$ cat src/rtl/trap_pkg.sv
package trap_pkg;

  typedef enum logic [2:0] {
    EV_NONE,
    EV_IRQ,
    EV_EXC,
    EV_TRAP,
    EV_RET,
    EV_WR
  } trap_ev_e;

  typedef enum logic [1:0] {
    SEL_EPC    = 2'd0,
    SEL_CAUSE  = 2'd1,
    SEL_STATUS = 2'd2,
    SEL_NONE   = 2'd3
  } csr_sel_e;

  localparam int unsigned ST_IE_BIT = 0;
  localparam int unsigned ST_KM_BIT = 1;

endpackage

$ cat src/rtl/trap_rst_sync.sv
module trap_rst_sync (
  input  logic clk,
  input  logic rst_n,
  output logic rst_n_sync
);
  logic s1_q;
  logic s2_q;

  always_ff @(posedge clk or negedge rst_n) begin
    if (!rst_n) begin
      s1_q <= 1'b0;
      s2_q <= 1'b0;
    end else begin
      s1_q <= 1'b1;
      s2_q <= s1_q;
    end
  end

  assign rst_n_sync = s2_q;
endmodule

$ cat src/rtl/trap_irq_arb.sv
module trap_irq_arb #(
  parameter int unsigned N  = 4,
  parameter int unsigned IW = 2
) (
  input  logic [N-1:0]  lines,
  input  logic          en,
  output logic          take,
  output logic [IW-1:0] idx
);
  logic [N:0]   seen;
  logic [N-1:0] grant;

  assign seen[0] = 1'b0;

  for (genvar g = 0; g < N; g++) begin : g_chain
    assign grant[g]  = lines[g] & ~seen[g];
    assign seen[g+1] = seen[g] | lines[g];
  end

  always_comb begin
    idx = '0;
    for (int i = 0; i < N; i++) begin
      if (grant[i]) idx = idx | IW'(i);
    end
  end

  assign take = en & seen[N];
endmodule

$ cat src/rtl/trap_sequencer.sv
module trap_sequencer
  import trap_pkg::*;
#(
  parameter int unsigned         XLEN     = 32,
  parameter int unsigned         CODE_W   = 4,
  parameter int unsigned         IW       = 2,
  parameter logic [XLEN-1:0]     EXC_VEC  = 32'h0000_0080,
  parameter logic [XLEN-1:0]     TRAP_VEC = 32'h0000_1010
) (
  input  logic              irq_take,
  input  logic [IW-1:0]     irq_idx,
  input  logic [XLEN-1:0]   irq_pc,
  input  logic              trap_req,
  input  logic              trap_kind,
  input  logic [CODE_W-1:0] trap_code,
  input  logic [XLEN-1:0]   trap_pc,
  input  logic              eret,
  input  logic              csr_we,
  input  logic [XLEN-1:0]   epc_q,
  output trap_ev_e          ev,
  output logic [XLEN-1:0]   nxt_epc,
  output logic [CODE_W:0]   nxt_cause,
  output logic              nxt_ie,
  output logic              nxt_km,
  output logic [XLEN-1:0]   tgt_pc
);
  localparam logic [XLEN-1:0] PC_STEP = XLEN'(4);

  always_comb begin
    ev        = EV_NONE;
    nxt_epc   = epc_q;
    nxt_cause = '0;
    nxt_ie    = 1'b0;
    nxt_km    = 1'b1;
    tgt_pc    = EXC_VEC;
    if (irq_take) begin
      ev        = EV_IRQ;
      nxt_epc   = irq_pc;
      nxt_cause = {1'b1, CODE_W'(irq_idx)};
    end else if (trap_req) begin
      nxt_cause = {1'b0, trap_code};
      if (trap_kind) begin
        ev      = EV_TRAP;
        nxt_epc = trap_pc + PC_STEP;
        tgt_pc  = TRAP_VEC;
      end else begin
        ev      = EV_EXC;
        nxt_epc = trap_pc;
      end
    end else if (eret) begin
      ev     = EV_RET;
      nxt_ie = 1'b1;
      nxt_km = 1'b0;
      tgt_pc = epc_q;
    end else if (csr_we) begin
      ev = EV_WR;
    end
  end
endmodule

$ cat src/rtl/trap_csr_file.sv
module trap_csr_file
  import trap_pkg::*;
#(
  parameter int unsigned XLEN   = 32,
  parameter int unsigned CODE_W = 4
) (
  input  logic            clk,
  input  logic            rst_n,
  input  trap_ev_e        ev,
  input  logic [XLEN-1:0] nxt_epc,
  input  logic [CODE_W:0] nxt_cause,
  input  logic            nxt_ie,
  input  logic            nxt_km,
  input  logic [XLEN-1:0] tgt_pc,
  input  logic [1:0]      csr_sel,
  input  logic [XLEN-1:0] csr_wdata,
  output logic [XLEN-1:0] epc_q,
  output logic [XLEN-1:0] csr_rdata,
  output logic            ie_q,
  output logic            km_q,
  output logic            rv_q,
  output logic [XLEN-1:0] rpc_q
);
  localparam int unsigned CAUSE_W = CODE_W + 1;

  logic [CAUSE_W-1:0] cause_q, cause_d;
  logic [XLEN-1:0]    epc_d, rpc_d;
  logic               ie_d, km_d, rv_d;
  logic               epc_en, cause_en, st_en, rpc_en;
  logic               is_entry, is_wr;

  always_comb begin
    is_entry = (ev == EV_IRQ) || (ev == EV_EXC) || (ev == EV_TRAP);
    is_wr    = (ev == EV_WR);

    epc_en   = is_entry || (is_wr && csr_sel == SEL_EPC);
    epc_d    = is_wr ? csr_wdata : nxt_epc;

    cause_en = is_entry || (is_wr && csr_sel == SEL_CAUSE);
    cause_d  = is_wr ? csr_wdata[CAUSE_W-1:0] : nxt_cause;

    st_en    = is_entry || (ev == EV_RET) || (is_wr && csr_sel == SEL_STATUS);
    ie_d     = is_wr ? csr_wdata[ST_IE_BIT] : nxt_ie;
    km_d     = is_wr ? csr_wdata[ST_KM_BIT] : nxt_km;

    rv_d     = is_entry || (ev == EV_RET);
    rpc_en   = rv_d;
    rpc_d    = tgt_pc;
  end

  always_ff @(posedge clk or negedge rst_n) begin
    if (!rst_n) begin
      epc_q   <= '0;
      cause_q <= '0;
      ie_q    <= 1'b0;
      km_q    <= 1'b1;
      rv_q    <= 1'b0;
      rpc_q   <= '0;
    end else begin
      if (epc_en)   epc_q   <= epc_d;
      if (cause_en) cause_q <= cause_d;
      if (st_en) begin
        ie_q <= ie_d;
        km_q <= km_d;
      end
      rv_q <= rv_d;
      if (rpc_en)   rpc_q   <= rpc_d;
    end
  end

  always_comb begin
    csr_rdata = '0;
    unique case (csr_sel)
      SEL_EPC:    csr_rdata = epc_q;
      SEL_CAUSE:  csr_rdata = XLEN'(cause_q);
      SEL_STATUS: begin
        csr_rdata[ST_IE_BIT] = ie_q;
        csr_rdata[ST_KM_BIT] = km_q;
      end
      default:    csr_rdata = '0;
    endcase
  end
endmodule

$ cat src/rtl/trap_ctrl_regs.sv
module trap_ctrl_regs
  import trap_pkg::*;
#(
  parameter int unsigned     XLEN     = 32,
  parameter int unsigned     NIRQ     = 4,
  parameter int unsigned     CODE_W   = 4,
  parameter logic [XLEN-1:0] EXC_VEC  = 32'h0000_0080,
  parameter logic [XLEN-1:0] TRAP_VEC = 32'h0000_1010
) (
  input  logic              clk,
  input  logic              rst_n,
  input  logic              trap_req,
  input  logic              trap_kind,
  input  logic [CODE_W-1:0] trap_code,
  input  logic [XLEN-1:0]   trap_pc,
  input  logic [NIRQ-1:0]   irq_lines,
  input  logic [XLEN-1:0]   irq_pc,
  input  logic              eret,
  input  logic              csr_we,
  input  logic [1:0]        csr_sel,
  input  logic [XLEN-1:0]   csr_wdata,
  output logic [XLEN-1:0]   csr_rdata,
  output logic              redirect_valid,
  output logic [XLEN-1:0]   redirect_pc,
  output logic              kernel_mode,
  output logic              int_en
);
  localparam int unsigned IW = (NIRQ > 1) ? $clog2(NIRQ) : 1;

  logic            arst_n_sync;
  logic            irq_take;
  logic [IW-1:0]   irq_idx;
  trap_ev_e        ev;
  logic [XLEN-1:0] nxt_epc, tgt_pc, epc_q;
  logic [CODE_W:0] nxt_cause;
  logic            nxt_ie, nxt_km;

  trap_rst_sync u_rst (
    .clk        (clk),
    .rst_n      (rst_n),
    .rst_n_sync (arst_n_sync)
  );

  trap_irq_arb #(.N(NIRQ), .IW(IW)) u_arb (
    .lines (irq_lines),
    .en    (int_en),
    .take  (irq_take),
    .idx   (irq_idx)
  );

  trap_sequencer #(
    .XLEN(XLEN), .CODE_W(CODE_W), .IW(IW),
    .EXC_VEC(EXC_VEC), .TRAP_VEC(TRAP_VEC)
  ) u_seq (
    .irq_take  (irq_take),
    .irq_idx   (irq_idx),
    .irq_pc    (irq_pc),
    .trap_req  (trap_req),
    .trap_kind (trap_kind),
    .trap_code (trap_code),
    .trap_pc   (trap_pc),
    .eret      (eret),
    .csr_we    (csr_we),
    .epc_q     (epc_q),
    .ev        (ev),
    .nxt_epc   (nxt_epc),
    .nxt_cause (nxt_cause),
    .nxt_ie    (nxt_ie),
    .nxt_km    (nxt_km),
    .tgt_pc    (tgt_pc)
  );

  trap_csr_file #(.XLEN(XLEN), .CODE_W(CODE_W)) u_regs (
    .clk       (clk),
    .rst_n     (arst_n_sync),
    .ev        (ev),
    .nxt_epc   (nxt_epc),
    .nxt_cause (nxt_cause),
    .nxt_ie    (nxt_ie),
    .nxt_km    (nxt_km),
    .tgt_pc    (tgt_pc),
    .csr_sel   (csr_sel),
    .csr_wdata (csr_wdata),
    .epc_q     (epc_q),
    .csr_rdata (csr_rdata),
    .ie_q      (int_en),
    .km_q      (kernel_mode),
    .rv_q      (redirect_valid),
    .rpc_q     (redirect_pc)
  );
endmodule

$ cat config.mk
export PLATFORM = sky130hd
export DESIGN_NAME = trap_ctrl_regs
export DESIGN_NICKNAME = d
export VERILOG_FILES = /design/src/rtl/trap_pkg.sv /design/src/rtl/trap_rst_sync.sv /design/src/rtl/trap_irq_arb.sv /design/src/rtl/trap_sequencer.sv /design/src/rtl/trap_csr_file.sv /design/src/rtl/trap_ctrl_regs.sv
export SDC_FILE = /design/constraint.sdc
export NUM_CORES = 1
export LEC_CHECK = 0
export ABC_CLOCK_PERIOD_IN_PS = 3200
export CAP_MARGIN = 25
export CORE_AREA = 2 2 92 94
export CTS_BUF_LIST = sky130_fd_sc_hd__clkbuf_4 sky130_fd_sc_hd__clkbuf_8 sky130_fd_sc_hd__clkbuf_16
export DETAILED_ROUTE_END_ITERATION = 6
export DIE_AREA = 0 0 94 96
export DONT_BUFFER_PORTS = 1
export GPL_ROUTABILITY_DRIVEN = 0
export PLACE_DENSITY = 0.75
export RECOVER_POWER = 100
export SLEW_MARGIN = 5
export SYNTH_ARGS = -nofsm -noshare
export SYNTH_HDL_FRONTEND = slang
export SYNTH_SLANG_ARGS = --single-unit
$ cat constraint.sdc
create_clock -name clk -period 3.2 [get_ports clk]
set_clock_uncertainty 0.05 [all_clocks]
set_input_delay 0.32 -clock clk [delete_from_list [all_inputs] [get_ports clk]]
set_output_delay 0.32 -clock clk [all_outputs]
set_load 0.03 [all_outputs]
==> impl_results.md, run 1 <==
* Post-detail-place hpwl at 9090 um
* Mapped Cells at 479
* Post-DR wirelength/cell at about 21 um
* Vias in the first global route at between 3,000 and 4,000
* Ratio of cells with drive above 1 in the final layout at under 10%
* Pwr Density at roughly 530 nW/um^2
* Area Growth Syn to Fin at 7.47%
* Worst r2r path cells at 5
* Fin util at about three fifths
* Global-route wire length before repair at 19,200 um
* Initial Utilization at between 50% and 60%
* Top FF cell, synth: dfrtp_1
* DR DRC count at 0
* Remaining global-route overflow at 0
* Fin. Hold Viols at 0
* Number of synthesized register bits at 74
* Pin count of the biggest net entering global routing at between 70 and 80
* DR pass1 iterations at 5
* GRT Total Usage at about 28%
* Inserted Diodes at 0
* Worst Path Arrival at 2.55 ns
* Clk sinks at 74
* IO buf count at 0
* Yosys cell types at 46
* Clk_lat worst skew at about 0.34 ns
* Max Buffers Root-to-Sink at 2
* Syn nets at 592
* Slowest-stage cell, CP: nor2_1
* Maximum vdd drop at 0.255 mV
* Max stage delay on crit path at ~0.64 ns
* Worst Setup End Kind: flip-flop
* Data required, critical path at 3.40 ns
* Total Negative Setup Slacks at 0 ns
* Register-to-register setup slack at 0.85 ns
* 1st-iter DRT viols at about 160
* Hold_ws at between 0.05 and 0.06 ns
* Post-CTS sizing at 0
* Period minus WS final at between 2 and 2.5 ns
* Top-count cell post-synth: dfrtp_1
* Min-delay src: irq_pc[12]
* H-tree depth at 3
* Status: finished, violations left
* RSZ-0062 raised after global routing: false
* Critical path class: reg2reg
* Leakage at 0.00194 uW
* Num rows at 33
* Setup Viol. Count Final at 0
* Routed wire length at 12,500 um
* CTS tree: built
* I/O pin cnt at 179
* Slew margin rel. at -4.10%
* Worst-path clk slew at 0.09 ns
* Yosys top cell by area: dfrtp_1
* Slew of the pin with the lowest slew margin at 1.56 ns
* Min-Delay Path Class: in2reg
* Vias per std cell at 6.22
* Top post-synthesis cells by count: dfrtp_1 (73), nor2_1 (58), nand2_1 (52), mux2i_1 (49), a21oi_1 (31)
* Failing checks: max-capacitance violations, max-slew violations
* Final nets at approximately 600
* Sequential fraction of the synthesis area at 42.6%
* Final Cycle Share at between 70% and 80%
* Hold Path End: u_regs.epc_q[12]
* Fmax at 0.426 GHz
* Worst R2R Start: u_regs.ie_q
* Critical Path, Cell by Cell: o41ai_1 -> nand2_1 -> nor2_1 -> a22oi_1 -> o31ai_1
* Routed vias at 3,627
* Number of CTS-inserted buffers at 9
* Syn Std Cell Area at 4350 sq um
* Antenna Nets Post-Route at 0
* Startpoint class of the critical path: flip-flop
* Die W at 94 um
* Mapped Avg Cell Area at around 9 sq um
* Asr flop ratio synth at 100%
* Root Buffer: clkbuf_8
* Worst R2R End: u_regs.epc_q[8]
* CORE AREA at 8050 sq um
* Hold depth at 2
* DIE AREA at between 9000 and 10,000 sq um
* Yosys top cell area share at about two fifths
* Area contributors post-synth: dfrtp_1 (42%), mux2i_1 (11%), nor2_1 (5.0%)
* Post-synth EDFFs at 0
* Crit-path max FO at 23
* Max cap viols at 1
* Initial antenna violation count at 0
* Die Y at about 96 um
* Slew Viols, Final at 37
* Syn. warnings at 0
final cells by class:
type | count | area, sq um
fill | 735 | 3370
multi-input combinational | 369 | 2350
timing repair buffer | 10 | 93.8
clock inverter | 6 | 90.1
tap | 105 | 131
clock buffer | 10 | 131
inverter | 9 | 33.8
sequential | 74 | 1850
power breakdown:
group / internal (uW) / leakage [uW] / total [uW] / switching (uW)
Clock: 451 / 0.000110 / 812 / 361
Sequential: 1050 / 0.000919 / 1230 / 183
Combinational: 171 / 0.000908 / 435 / 264
Total: 1670 / 0.00194 / 2480 / 808
cells in the final DEF, fill, tap and decap left out, drive strengths merged, types with 8 or more instances in the layout:
| cell type | instances |
|---|---|
| dfrtp | 73 |
| nor2 | 58 |
| nand2 | 52 |
| mux2i | 49 |
| a21oi | 31 |
| and2 | 27 |
| xnor2 | 23 |
| o21ai | 20 |
| nand3 | 18 |
| o221ai | 10 |
| clkbuf | 10 |
| mux2 | 9 |
| o22ai | 9 |
| inv | 9 |
| nand4 | 8 |
| nor4 | 8 |
| buf | 8 |
stage by stage:
step | power, uW | area [sq um] | cells | setup WS [ns]
floorplan | 1590 | 4350 | 479 | 0.938
global placement | 1660 | 4430 | 562 | 1.23
detailed placement | 1680 | 4430 | 563 | 1.17
CTS | 2490 | 4680 | 581 | 1.13
global route | 2590 | 4680 | 583 | 0.658
finish | 2480 | 4680 | 583 | 0.853
critical path, delay by kind of cell (launching register included):
family	cells	cell delay, ns
DFF	1	0.56
and+or+nand+nor	2	1.24
AOI/OAI and AO/OA	3	0.41
state kept, by name, summed over array words and instances (netlist names):
| signal | flops |
|---|---|
| u_regs.cause_q | 5 |
| u_regs.epc_q | 32 |
| u_regs.ie_q | 1 |
| u_regs.km_q | 1 |
| u_regs.rpc_q | 32 |
| u_regs.rv_q | 1 |
| u_rst.rst_n_sync | 1 |
| u_rst.s1_q | 1 |
logic make-up after synthesis:
family	count (synthesis)	share of synthesized area (%)
AND/OR/NAND/NOR	191	21.1
AO/OA/AOI/OAI	91	13.6
flip-flops	74	42.6
multiplexers	58	13.6
buffers and inverters	36	3.33
XOR/XNOR	27	5.43
adder cells (fa/ha/maj)	1	0.287
other	1	0.0861
what timing repair did:
item                      4_1_cts  5_1_grt
hold buffers                    2        0
setup buffers                   0        0
hold endpoints to repair        3        0
worst max-delay path by stage:
stage	start	end	slack [ns]	cells past startpoint
finish	u_regs.ie_q	u_regs.epc_q[8]	0.85	5
global route	u_regs.ie_q	u_regs.cause_q[1]	0.66	5
CTS	u_regs.ie_q	u_regs.epc_q[16]	1.13	5
detailed placement	u_regs.ie_q	u_regs.epc_q[16]	1.17	5
global placement	irq_lines[1]	u_regs.epc_q[16]	1.23	5
floorplan	u_rst.rst_n_sync	u_regs.cause_q[0]	0.94	0
per-layer routing:
metal | up-vias | part of all wire (%) | GRT usage [%]
met5 | - | 0 | 0
met4 | 0 | 1.3 | 7.85
met3 | 15 | 10 | 7.52
met2 | 195 | 47 | 46.7
met1 | 1727 | 41 | 35.9
li1 | 1690 | - | -
(Power assumes the default switching activity.)
==> run 2: changes to the inputs <==
- ABC_CLOCK_PERIOD_IN_PS: 3200 -> 1950
- PLACE_DENSITY: 0.75 -> 0.77
- clock period: 3.2 -> 1.95 ns (I/O delays scaled with it)
==> impl_results.md, run 2 (same netlist as run 1, synthesis figures left out) <==
* Status: completed
* Cell depth of the worst setup path at 3
* Inst Count DP at 577
* Met2 wire len at 6740 um
* RSZ-0062 raised after global routing: false
* Post-DR wirelength/cell at 22.2 um
* Slew Viols, Final at 0
* Remaining global-route overflow at 0
* Global-route wire length before repair at around 22,000 um
* Inserted Diodes at 0
* Clk sinks at 74
* Routed wire length at approximately 14,000 um
* Crit-path leading delay family: flip-flops
* Vias per std cell at 6.25
* Setup bufs post-CTS at 0
* Post-CTS sizing at 0
* Max cap viols at 0
* Die W at 94 um
* Area Growth Syn to Fin at 18.4%
* Max stage delay on crit path at 0.73 ns
* CP Buf/Inv Count at 1
* Slew of the pin with the lowest slew margin at 1.43 ns
* IO buf count at 0
* Setup Viol. Count Final at 0
* Initial antenna violation count at 0
* Die Y at 96 um
* Hold depth at 2
* Vias in the first global route at 4,181
* M1 WL at between 5000 and 6000 um
* Critical path class: reg2out
* Data required, critical path at ~1.7 ns
* Routed vias at just under 4,000
* DR pass1 iterations at 5
* Total Negative Setup Slacks at 0 ns
* Fin. Hold Viols at 0
* Fmax at 0.553 GHz
* I/O pin cnt at 179
* DR top layer: met4
* # hold bufs at CTS at 42
* Final Cycle Share at 92.8%
* Post-DP Area at 4570 sq um
* Slew margin rel. at 4.61%
* Fin area at 5150 sq um
* H-tree depth at 3
* Num rows at 33
* Slowest-stage cell, CP: dfstp_1
* Commonest non-fill, non-tap cell in the layout: dfrtp_1
* Initial Utilization at 54.1%
* Worst r2r path cells at 5
* Most frequent cells in the layout: dfrtp_1 (73), nor2_1 (57), nand2_1 (51)
* Worst-path clk slew at 0.09 ns
* Worst Setup End Kind: output port
* Final nets at 638
* Period minus WS final at 1.81 ns
* Root Buffer: clkbuf_8
* DIE AREA at about 9000 sq um
* Met3 WL at 1340 um
* Fin util at 64.0%
* Max Buffers Root-to-Sink at 2
* Regs by FF count: u_regs.epc_q x32, u_regs.rpc_q x32, u_regs.cause_q x5
* Critical Path, Cell by Cell: nand2_1 -> o21ai_0 -> clkbuf_1
* CTS tree: built
* Maximum vdd drop at 0.435 mV
* Antenna Nets Post-Route at 0
* Final non-filler cell total at around 640
* Crit-path max FO at 3
* Min-Delay Path Class: in2reg
* Number of CTS-inserted buffers at 9
* Overall Power at 4120 uW
* 1st-iter DRT viols at around 220
* Clk_lat worst skew at 0.35 ns
* CORE AREA at roughly 8000 sq um
* Worst Path Arrival at 1.56 ns
* GRT Total Usage at 32.2%
* Startpoint class of the critical path: flip-flop
* Pin count of the biggest net entering global routing at 36
* Ratio of cells with drive above 1 in the final layout at 9.06%
* Leakage at 0.00214 uW
* DR DRC count at 0
* Post-detail-place hpwl at 9400 um
* Pwr Density at between 700 and 800 nW/um^2
## run 2: cell types whose count changed in the layout (fill, tap and decap cells not counted), sizes merged
cell	change
dlygate4sd3	+39
buf	+7
clkbuf	+7
bufinv	-1
clkinv	-1
clkinvlp	+1
## run 2: cell type report
cell class	count	area, sq um
Tap cell	105	131
Multi-Input combinational cell	369	2350
Inverter	9	33.8
Sequential cell	74	1850
Timing Repair Buffer	62	577
Fill cell	669	2900
Clock buffer	11	145
Clock inverter	5	62.6
## run 2: worst paths after layout
kind	start	to	slack, ns
min in group asynchronous	rst_n	u_rst.s1_q	0.02
max reg2reg	u_regs.ie_q	u_regs.epc_q[29]	0.16
max	u_regs.km_q	csr_rdata[1]	0.14
max in group asynchronous	u_rst.rst_n_sync	u_regs.rpc_q[16]	0.32
min reg2reg	u_rst.s1_q	u_rst.rst_n_sync	0.32
min	csr_wdata[1]	u_regs.cause_q[1]	0.003
## run 2: metrics by stage
step	setup slack [ns]	hold slack [ns]
4_1_cts	0.215	0.000318
6_report	0.140	0.00322
3_5_place_dp	0.180	-0.151
3_3_place_gp	0.214	-0.151
5_1_grt	0.0413	0.00392
2_1_floorplan	0.146	-0.151
## run 2: power breakdown
part	switching (uW)	internal [uW]
combinational	500	358
sequential	291	1720
clock	604	647
## run 2: worst reg2reg max path, delay by kind of cell, from the launching register on
kind,cells,cell delay (ns)
buf+inv,1,0.40
flops,1,0.44
compound gates,4,0.78
## run 2: layer usage
metal / vias up / track usage (%)
li1: 1794 / -
met1: 1900 / 37.7
met4: 0 / 15.8
met2: 234 / 54.3
met3: 41 / 9.32
met5: - / 0
